[src/rtl/hwp_pkg.sv]
`timescale 1ns/1ps
// Package: shared helpers for the host width packing engine.
// Assumes access index k counts from 0 within one transaction.
package hwp_pkg;

    typedef logic [1:0] hwp_idx_t;

    // Number of host accesses in one transaction.
    function automatic logic [2:0] acc_total(input logic wide, input logic d24, input logic pad);
        if (wide)
            return d24 ? 3'd2 : 3'd1;
        else if (!d24)
            return 3'd2;
        else
            return pad ? 3'd4 : 3'd3;
    endfunction

    // Word byte carried by access k on an 8-bit bus.
    function automatic hwp_idx_t byte_sel(input logic d24, input logic big, input hwp_idx_t k);
        hwp_idx_t top;
        top = d24 ? 2'd2 : 2'd1;
        return big ? hwp_idx_t'(top - k) : k;
    endfunction

    // True when access k on an 8-bit bus carries a real byte, not a pad.
    function automatic logic byte_live(input logic d24, input hwp_idx_t k);
        return d24 ? (k < 2'd3) : (k < 2'd2);
    endfunction

    // True when access k on a 16-bit bus carries bytes 1:0, not byte 2.
    function automatic logic full_seg(input logic d24, input logic big, input hwp_idx_t k);
        return !d24 || (k == (big ? 2'd1 : 2'd0));
    endfunction

endpackage

[src/rtl/hwp_seq.sv]
`timescale 1ns/1ps
// Module: hwp_seq
// Tracks the access position inside the current transaction.
// It drops back to position 0 when the bus width, data type or pad
// setting differs from the value seen one cycle earlier.
// Assumes one access per strobe cycle.
module hwp_seq
    import hwp_pkg::*;
(
    input  logic     clk,
    input  logic     rst_n,
    input  logic     wide,
    input  logic     d24,
    input  logic     pad,
    input  logic     strobe,
    output hwp_idx_t idx,
    output logic     first,
    output logic     last
);
    hwp_idx_t   cnt_q;
    logic [2:0] shape_q;
    logic       changed;
    logic [2:0] total;

    // Effective position: a settings change restarts the transaction.
    always_comb begin
        changed = ({wide, d24, pad} != shape_q);
        idx     = changed ? 2'd0 : cnt_q;
        total   = acc_total(wide, d24, pad);
        first   = (idx == 2'd0);
        last    = ({1'b0, idx} == (total - 3'd1));
    end

    // Advance the position on each access and remember the settings.
    always_ff @(posedge clk) begin
        if (!rst_n) begin
            cnt_q   <= '0;
            shape_q <= '0;
        end else begin
            shape_q <= {wide, d24, pad};
            if (strobe)
                cnt_q <= last ? 2'd0 : hwp_idx_t'(idx + 2'd1);
            else
                cnt_q <= idx;
        end
    end
endmodule

[src/rtl/hwp_pack.sv]
`timescale 1ns/1ps
// Module: hwp_pack
// Gathers host write data into one internal word and pulses the valid
// output in the cycle after the last access of a transaction.
// Assumes idx, first and last come from hwp_seq for the same cycle.
module hwp_pack
    import hwp_pkg::*;
#(
    parameter int BYTE_W = 8
) (
    input  logic                clk,
    input  logic                rst_n,
    input  logic                wide,
    input  logic                d24,
    input  logic                big,
    input  logic                wr_en,
    input  hwp_idx_t            idx,
    input  logic                first,
    input  logic                last,
    input  logic [2*BYTE_W-1:0] wdata,
    output logic                wvalid,
    output logic [3*BYTE_W-1:0] word
);
    localparam int HOST_W = 2 * BYTE_W;
    localparam int WORD_W = 3 * BYTE_W;

    logic [WORD_W-1:0] gath_q;
    logic [WORD_W-1:0] merged;
    logic [WORD_W-1:0] word_q;
    logic              wvalid_q;

    // Place this access's data into the word gathered so far.
    always_comb begin
        merged = first ? '0 : gath_q;
        if (!wide) begin
            if (byte_live(d24, idx))
                merged[32'(byte_sel(d24, big, idx)) * BYTE_W +: BYTE_W] = wdata[BYTE_W-1:0];
        end else if (full_seg(d24, big, idx)) begin
            merged[HOST_W-1:0] = wdata;
        end else begin
            merged[WORD_W-1:HOST_W] = wdata[BYTE_W-1:0];
        end
    end

    // Keep the partial word and publish it on the last access.
    always_ff @(posedge clk) begin
        if (!rst_n) begin
            gath_q   <= '0;
            word_q   <= '0;
            wvalid_q <= 1'b0;
        end else begin
            wvalid_q <= wr_en && last;
            if (wr_en)
                gath_q <= merged;
            if (wr_en && last)
                word_q <= merged;
        end
    end

    assign wvalid = wvalid_q;
    assign word   = word_q;
endmodule

[src/rtl/hwp_unpack.sv]
`timescale 1ns/1ps
// Module: hwp_unpack
// Fetches one internal word on the first read access of a transaction,
// holds it, and returns one piece per access as registered read data.
// Assumes the internal side answers int_rdata in the request cycle.
module hwp_unpack
    import hwp_pkg::*;
#(
    parameter int BYTE_W = 8
) (
    input  logic                clk,
    input  logic                rst_n,
    input  logic                wide,
    input  logic                d24,
    input  logic                big,
    input  logic                rd_en,
    input  hwp_idx_t            idx,
    input  logic                first,
    input  logic [3*BYTE_W-1:0] int_rdata,
    output logic                rreq,
    output logic [2*BYTE_W-1:0] rdata
);
    localparam int HOST_W = 2 * BYTE_W;
    localparam int WORD_W = 3 * BYTE_W;

    logic [WORD_W-1:0] hold_q;
    logic [WORD_W-1:0] src;
    logic [HOST_W-1:0] chunk;
    logic [HOST_W-1:0] rdata_q;

    // Pick the word source and the piece this access returns.
    always_comb begin
        rreq  = rd_en && first;
        src   = first ? int_rdata : hold_q;
        chunk = '0;
        if (!wide) begin
            if (byte_live(d24, idx))
                chunk[BYTE_W-1:0] = src[32'(byte_sel(d24, big, idx)) * BYTE_W +: BYTE_W];
        end else if (full_seg(d24, big, idx)) begin
            chunk = src[HOST_W-1:0];
        end else begin
            chunk[BYTE_W-1:0] = src[WORD_W-1:HOST_W];
        end
    end

    // Register the returned piece and hold the fetched word.
    always_ff @(posedge clk) begin
        if (!rst_n) begin
            hold_q  <= '0;
            rdata_q <= '0;
        end else begin
            if (rd_en)
                rdata_q <= chunk;
            if (rreq)
                hold_q <= int_rdata;
        end
    end

    assign rdata = rdata_q;
endmodule

[src/rtl/host_width_packer.sv]
`timescale 1ns/1ps
// Module: host_width_packer
// Top of the host data width packing engine: converts between 8/16-bit
// host accesses and 16/24-bit internal words in both directions.
// Assumes a host never mixes reads and writes within one transaction.
module host_width_packer
    import hwp_pkg::*;
#(
    parameter int BYTE_W = 8,
    localparam int HOST_W = 2 * BYTE_W,
    localparam int WORD_W = 3 * BYTE_W
) (
    input  logic              clk,
    input  logic              rst_n,
    input  logic              cfg_bus16,
    input  logic              cfg_data24,
    input  logic              cfg_pad,
    input  logic              cfg_big_end,
    input  logic              acc_strobe,
    input  logic              acc_write,
    input  logic [HOST_W-1:0] acc_wdata,
    output logic [HOST_W-1:0] acc_rdata,
    output logic              int_wvalid,
    output logic [WORD_W-1:0] int_wdata,
    output logic              int_rreq,
    input  logic [WORD_W-1:0] int_rdata
);
    hwp_idx_t idx;
    logic     first;
    logic     last;
    logic     wr_en;
    logic     rd_en;

    // Split the access strobe by direction.
    always_comb begin
        wr_en = acc_strobe && acc_write;
        rd_en = acc_strobe && !acc_write;
    end

    hwp_seq u_seq (
        .clk    (clk),
        .rst_n  (rst_n),
        .wide   (cfg_bus16),
        .d24    (cfg_data24),
        .pad    (cfg_pad),
        .strobe (acc_strobe),
        .idx    (idx),
        .first  (first),
        .last   (last)
    );

    hwp_pack #(.BYTE_W(BYTE_W)) u_pack (
        .clk    (clk),
        .rst_n  (rst_n),
        .wide   (cfg_bus16),
        .d24    (cfg_data24),
        .big    (cfg_big_end),
        .wr_en  (wr_en),
        .idx    (idx),
        .first  (first),
        .last   (last),
        .wdata  (acc_wdata),
        .wvalid (int_wvalid),
        .word   (int_wdata)
    );

    hwp_unpack #(.BYTE_W(BYTE_W)) u_unpack (
        .clk       (clk),
        .rst_n     (rst_n),
        .wide      (cfg_bus16),
        .d24       (cfg_data24),
        .big       (cfg_big_end),
        .rd_en     (rd_en),
        .idx       (idx),
        .first     (first),
        .int_rdata (int_rdata),
        .rreq      (int_rreq),
        .rdata     (acc_rdata)
    );
endmodule

[config.mk]
export PLATFORM = sky130hd
export DESIGN_NAME = host_width_packer
export DESIGN_NICKNAME = d
export VERILOG_FILES = /design/src/rtl/hwp_pkg.sv /design/src/rtl/hwp_seq.sv /design/src/rtl/hwp_pack.sv /design/src/rtl/hwp_unpack.sv /design/src/rtl/host_width_packer.sv
export SDC_FILE = /design/constraint.sdc
export NUM_CORES = 1
export LEC_CHECK = 0
export CORE_ASPECT_RATIO = 0.9
export CORE_UTILIZATION = 50
export CTS_BUF_LIST = sky130_fd_sc_hd__clkbuf_4 sky130_fd_sc_hd__clkbuf_8
export CTS_CLUSTER_DIAMETER = 200
export DETAILED_ROUTE_END_ITERATION = 8
export GPL_TIMING_DRIVEN = 0
export PLACE_DENSITY = 0.79
export SYNTH_ARGS = -nofsm -noshare
export SYNTH_HDL_FRONTEND = slang
export SYNTH_SLANG_ARGS = --single-unit
[constraint.sdc]
create_clock -name clk -period 3 [get_ports clk]
set_input_delay 0.6 -clock clk [delete_from_list [all_inputs] [get_ports clk]]
set_output_delay 0.6 -clock clk [all_outputs]
set_load 0.01 [all_outputs]
# Word-level counts from Yosys, hierarchy flattened
# Cells that the tools add are included.
# word_totals
input_bits,48
out_inout_bits,42
register_bits,94
# op_classes
n_addsub,4
reduce_logical,8
order_cmp,2
n_eq_ne,3
mux,23
n_shift,3
# op_table
cell,count
24-bit two-way mux,4
8-bit two-way mux,6
5-bit negation with 34-bit output,1
8-bit by 34-bit variable shift with 24-bit output (first input constant),1
8-bit by 34-bit variable part select with 24-bit output,1
24-bit bitwise mux,1
24-bit by 6-bit variable part select with 8-bit output,1
16-bit two-way mux,1
2-bit two-way mux,6
3-bit two-way mux,3
1-bit logical AND,4
2-bit less-than comparator (second input constant),2
2-bit by 3-bit == test with 1-bit output,1
3-bit inequality test,1
3-bit by 1-bit subtractor with 3-bit output (second input constant),1
2-bit by 1-bit adder with 2-bit output (second input constant),1
2-bit by 1-bit == test with 1-bit output,1
1-bit zero test,2
2-bit zero test,1
1-bit two-way mux,2
2-bit subtractor,1
1-bit logical OR,1

# Depth between registers and ports, before layout
# Gate-level depths: netlist of the first run.
# logic_depth
word_depth,9
ltp_mapped,13

# By module
# A second synthesis of the first run with hierarchy kept.
# unflattened
cells_unflattened,599
hier_area_um2,5291.3
# modules_own_cells
mod,seq_area_each_um2,instances,area_per_inst_um2,cells_each
hwp_pack,980.9,1,2733.9,301
hwp_unpack,800.8,1,2202.1,257
hwp_seq,100.1,1,339.1,39
host_width_packer,0.0,1,16.3,2

# Least setup slack after synthesis of the first run
# No wires, ideal clock.
# synth_timing
path_kind,input port to flip-flop
from,input cfg_data24
to,"register u_pack.word_q[0], in the netlist u_pack.word[0]"
path_stages,12
path_buffers,3
arrival_ns,3.115
setup_slack_ns,-0.176
path_cell_list,buf_4 -> xnor2_2 -> buf_6 -> a41o_1 -> buf_4 -> o21a_1 -> ha_1 -> nand2_1 -> nor4b_1 -> a31oi_1 -> o221ai_1 -> a32o_1
# synth_via
elab_chain_len,9
word_cells_on_any_way,26
# synth_lines
element,line_no,text
from (decl),host_width_packer.sv:16,"input logic cfg_data24,"
3-bit inequality test,hwp_seq.sv:27,"changed = ({wide, d24, pad} != shape_q);"
2-bit two-way mux,hwp_seq.sv:28,idx = changed ? 2'd0 : cnt_q;
2-bit subtractor,hwp_pkg.sv:22,return big ? hwp_idx_t'(top - k) : k;
2-bit two-way mux,hwp_pkg.sv:22,
5-bit negation with 34-bit output,hwp_pack.sv:37,"merged[32'(byte_sel(d24, big, idx)) * BYTE_W +: BYTE_W] = wdata[BYTE_W-1:0];"
8-bit by 34-bit variable part select with 24-bit output or 8-bit by 34-bit variable shift with 24-bit output (tied branches),hwp_pack.sv:37,
24-bit bitwise mux,hwp_pack.sv:37,
24-bit two-way mux,hwp_pack.sv:36,"if (byte_live(d24, idx))"
24-bit two-way mux,hwp_pack.sv:35,if (!wide) begin
to (signal assigned),hwp_pack.sv:56,word_q <= merged;
to (decl),hwp_pack.sv:29,logic [WORD_W-1:0] word_q;
# Parallel ways exist; a longest one is shown, timed or not.
# A chain may end at the register's enable or synchronous reset.

# Final worst setup path of the first run
# layout_timing
from,input cfg_pad
to,"register u_pack.word_q[21], in the netlist u_pack.word[21]"
# layout_via
elab_chain_len,9
word_cells_on_any_way,24
# layout_lines
element,line_no,text
from (decl),host_width_packer.sv:17,"input logic cfg_pad,"
3-bit inequality test,hwp_seq.sv:27,
2-bit two-way mux,hwp_seq.sv:28,
2-bit subtractor,hwp_pkg.sv:22,
2-bit two-way mux,hwp_pkg.sv:22,
5-bit negation with 34-bit output,hwp_pack.sv:37,
8-bit by 34-bit variable part select with 24-bit output or 8-bit by 34-bit variable shift with 24-bit output (tied branches),hwp_pack.sv:37,
24-bit bitwise mux,hwp_pack.sv:37,
24-bit two-way mux,hwp_pack.sv:36,
24-bit two-way mux,hwp_pack.sv:35,
# Parallel ways exist; a longest one is shown, timed or not.

==> results of run 1 <==
-- area by class of cell --
type / instances / area [um2]
Clock inverter: 5 / 58.81
Inverter: 23 / 91.34
Tap cell: 129 / 161.4
Buffer: 53 / 300.3
Multi-Input combinational cell: 443 / 3257
Clock buffer: 11 / 145.1
Timing Repair Buffer: 100 / 962.2
Fill cell: 844 / 3433
Sequential cell: 94 / 1882
-- worst max-delay path, cell delays in order --
cell             delay [ns]
clkdlybuf4s15_2        0.23
xnor2_2                0.22
buf_6                  0.15
nand4_4                0.13
buf_4                  0.19
inv_4                  0.12
ha_1                   0.20
and2_1                 0.22
a41oi_2                0.08
nand2_1                0.19
a2111oi_4              0.06
buf_4                  0.18
a221o_1                0.38
a32o_1                 0.26
-- where the power goes --
part	leakage (nW)	internal (mW)	total (mW)	switching, mW
Clock	0.0990	0.417	0.873	0.455
Sequential	0.766	1.30	1.33	0.0296
Combinational	1.68	0.268	0.612	0.344
-- cells in the final DEF (no fill, tap or decap), types with 3 or more instances in the layout --
| master | count |
|---|---|
| clkdlybuf4s50_1 | 84 |
| and3_1 | 10 |
| o2bb2ai_1 | 10 |
| buf_2 | 4 |
| a31o_2 | 3 |
| nor2_1 | 14 |
| nand2b_1 | 3 |
| a32o_1 | 14 |
| mux2_2 | 17 |
| o311ai_0 | 7 |
| nor2b_1 | 4 |
| o21ai_0 | 14 |
| clkbuf_2 | 3 |
| a21boi_0 | 31 |
| o211ai_1 | 8 |
| and2_1 | 9 |
| a31o_1 | 4 |
| buf_4 | 19 |
| dfxtp_1 | 94 |
| mux2i_1 | 11 |
| a21oi_1 | 16 |
| o21ai_1 | 3 |
| o31ai_1 | 7 |
| a31oi_1 | 18 |
| clkbuf_1 | 31 |
| a211o_1 | 8 |
| o221ai_2 | 7 |
| a221o_1 | 14 |
| o221ai_1 | 17 |
| clkbuf_8 | 11 |
| nand2_1 | 91 |
| buf_6 | 6 |
| ha_4 | 3 |
| nand3_1 | 44 |
| a311o_1 | 9 |
| inv_1 | 18 |
-- how the worst max path moves through the flow --
stage                     cells past startpoint   startpoint                      endpoint  slack (ns)
after floorplan                              10   cfg_data24                      int_rreq        0.03
after CTS                                    11  cfg_big_end   u_pack.word[8]$_SDFFE_PN0P_       -0.03
final                                        14      cfg_pad  u_pack.word[21]$_SDFFE_PN0P_        0.06
after global routing                         12      cfg_pad  u_pack.word[21]$_SDFFE_PN0P_       -0.02
after global placement                       11      cfg_pad                      int_rreq       -1.47
after detailed placement                     11      cfg_pad                      int_rreq       -1.50
-- registers in the layout (all words and copies together), names as in the netlist --
name and cells:
u_pack.gath_q 24, u_unpack.rdata 16, u_unpack.hold_q 24, u_pack.wvalid 1, u_pack.word 24, u_seq.cnt_q 2, u_seq.shape_q 3
-- routing by layer --
layer,vias to the layer above,track usage [%],wire length [um]
met5,-,0,0
met4,0,10.97,379
met3,43,7.739,1607
met2,284,47.30,7518
met1,2662,40.19,7248
li1,2553,-,-
-- repair_timing --
item,in CTS,in global routing
pin swaps,5,3
setup endpoints to repair,77,47
hold buffers,0,0
gates cloned,0,0
gates resized for setup,32,17
endpoints found under the hold margin,0,0
buffers inserted,10,4
-- metrics by stage --
step,std cells,util [%],instance area (um2),TNS (ns)
6_report,858,66.64,6858,0
5_1_grt,858,66.64,6858,-0.07591
4_1_cts,855,65.54,6745,-0.05557
3_5_place_dp,831,61.60,6340,-69.18
3_3_place_gp,831,61.60,6340,-65.46
2_1_floorplan,616,-,5318,0
-- cell families (layout without fill, tap and decap cells) --
family                   after synthesis  in the layout
flip-flops                            94             94
AND/OR/NAND/NOR                      196            196
XOR/XNOR                               4              4
multiplexers                          29             29
adder cells (fa/ha/maj)                5              5
buffers and inverters                 79            192
AO/OA/AOI/OAI                        209            209
==> out/results.tsv, run 1 <==
stage	metric	value	unit
synth	proportion of synthesized area in mux cells	5.891	%
critical_path	Worst EP required	3.26	ns
synth	sequential-to-total area share from yosys stat	35.44	%
timing	max-slew violations	0	
timing	Slew HR	48.49	%
floorplan	Core ar.	10290	um2
clock_network	total CTS buffers	9	
synth	cells after synthesis	616	
critical_path	crit path DAT	3.20	ns
timing	worst slew pin tran	0.7691	ns
synth	post-synth top area cell	dfxtp_1	
global_routing	Tot GR Track Use	30.18	%
timing	unrepaired setup endpoints after global routing	true	
synth	dominant cell by count in the synthesized netlist	dfxtp_1	
timing	Hold WS	0.4630	ns
global_routing	GR Overflow Total	0	
global_routing	first-pass GRT wire length	26600	um
clock_network	root buffer cell	clkbuf_8	
hold_path	Hold EP	u_pack.gath_q[4]$_SDFFE_PN0P_	
clock_network	Worst-path clk slew	0.09	ns
job	MaxCap Viol Count	0	
routing	Vias	5542	
floorplan	I/O pin total	90	
final_layout	NumNets Final	777	
synth	ys flop type	dfxtp_1	
timing	Setup-failing EPs final	0	
routing	DRT Pass-1 Iters	5	
floorplan	die area	11040	um2
timing	Final Hold Viols	0	
final_layout	Ant. Diodes	0	
timing	Fin Clk Skew	0.007552	ns
power	total power draw	2.813	mW
power	pwr dens	410.2	nW/um2
synth	xor/xnor share of the synthesized area	0.9425	%
routing	post-route ant nets	0	
hold_path	Hold Path Class	reg -> reg	
final_layout	share of cells above drive strength 1	14.54	%
place	detailed placement HPWL	12290	um
global_routing	vias in the first global route	5212	
synth	simple-gate share of the synthesized area	17.91	%
synth	synthesized area	5310	um2
hold_path	Cells on Worst Hold Path	2	
synth	combinational family with the most area after synthesis	compound AO/OA/AOI/OAI gates	
timing	crit share post-route	97.90	%
critical_path	critical path capture point type	flop	
clock_network	number of clock sinks	94	
critical_path	reg2reg start	u_seq.cnt_q[0]$_SDFF_PN0_	
routing	# DRC	0	
critical_path	Crit Path Class	in -> reg	
critical_path	startpoint class of the critical path	input pin	
global_routing	largest net degree at the start of global routing	16	
power	leakage	2.542	nW
clock_network	CTS Buffer Depth	2	
routing	routed wire length	16750	um
critical_path	worst reg-to-reg setup slack	0.15	ns
routing	via/cell ratio	6.459	
critical_path	Reg2Reg Depth	10	
synth	Commonest cells post-synth	dfxtp_1 (94), nand2_1 (92), nand3_1 (44), clkbuf_1 (36), a21boi_0 (31)	
critical_path	crit path max fanout	12	
routing	initial drt markers	498	
floorplan	Initial Utilization	51.60	%
synth	Yosys warnings	0	
timing	min setup slack post-route	0.06315	ns
global_routing	initial antenna violation count	0	
synth	EDFF count, synth	0	
synth	Avg Synthesized Cell Area	8.620	um2
floorplan	Rows	35	
synth	post-synth top area share	35.44	%
critical_path	reg2reg end	u_pack.gath_q[12]$_SDFFE_PN0P_	
synth	Adder-Cell Fraction of Synth Area	1.178	%
timing	post-route minimum period	2.937	ns
place	Port Buffers	86	
hold_path	HP Start	u_pack.gath_q[4]$_SDFFE_PN0P_	
place	RePlAce Congestion	0.9455	
place	Post-Place Worst Slack	-1.501	ns
synth	Synth Area in Compound Gates	31.86	%
synth	unique cell type count in the Yosys netlist	69	
final_layout	synth-to-layout area growth	29.15	%
floorplan	Die W	110.6	um
timing	fmax	340.5	MHz
routing	Avg WL per Cell	19.52	um
clock_network	worst-skew pair later-pin latency	0.38	ns
outcome	run status	complete, no violations	
synth	largest cells by area after synthesis	dfxtp_1 (35%), nand2_1 (6.5%), a21boi_0 (4.4%)	
synth	post-synthesis register bit count	94	
synth	asr flop ratio synth	0	%
clock_network	H-Tree Depth	3	
clock_network	CTS tree	yes	
synth	syn nets	669	
power	VDD IR max	0.4067	mV
floorplan	die height	99.77	um
Power figures use the tool's default switching activity.
==> run 2: changes to the inputs <==
Settings changed: SLEW_MARGIN set to 0.
==> results of run 2 <==
Final layout, timing and power as in run 1 (identical DEF).
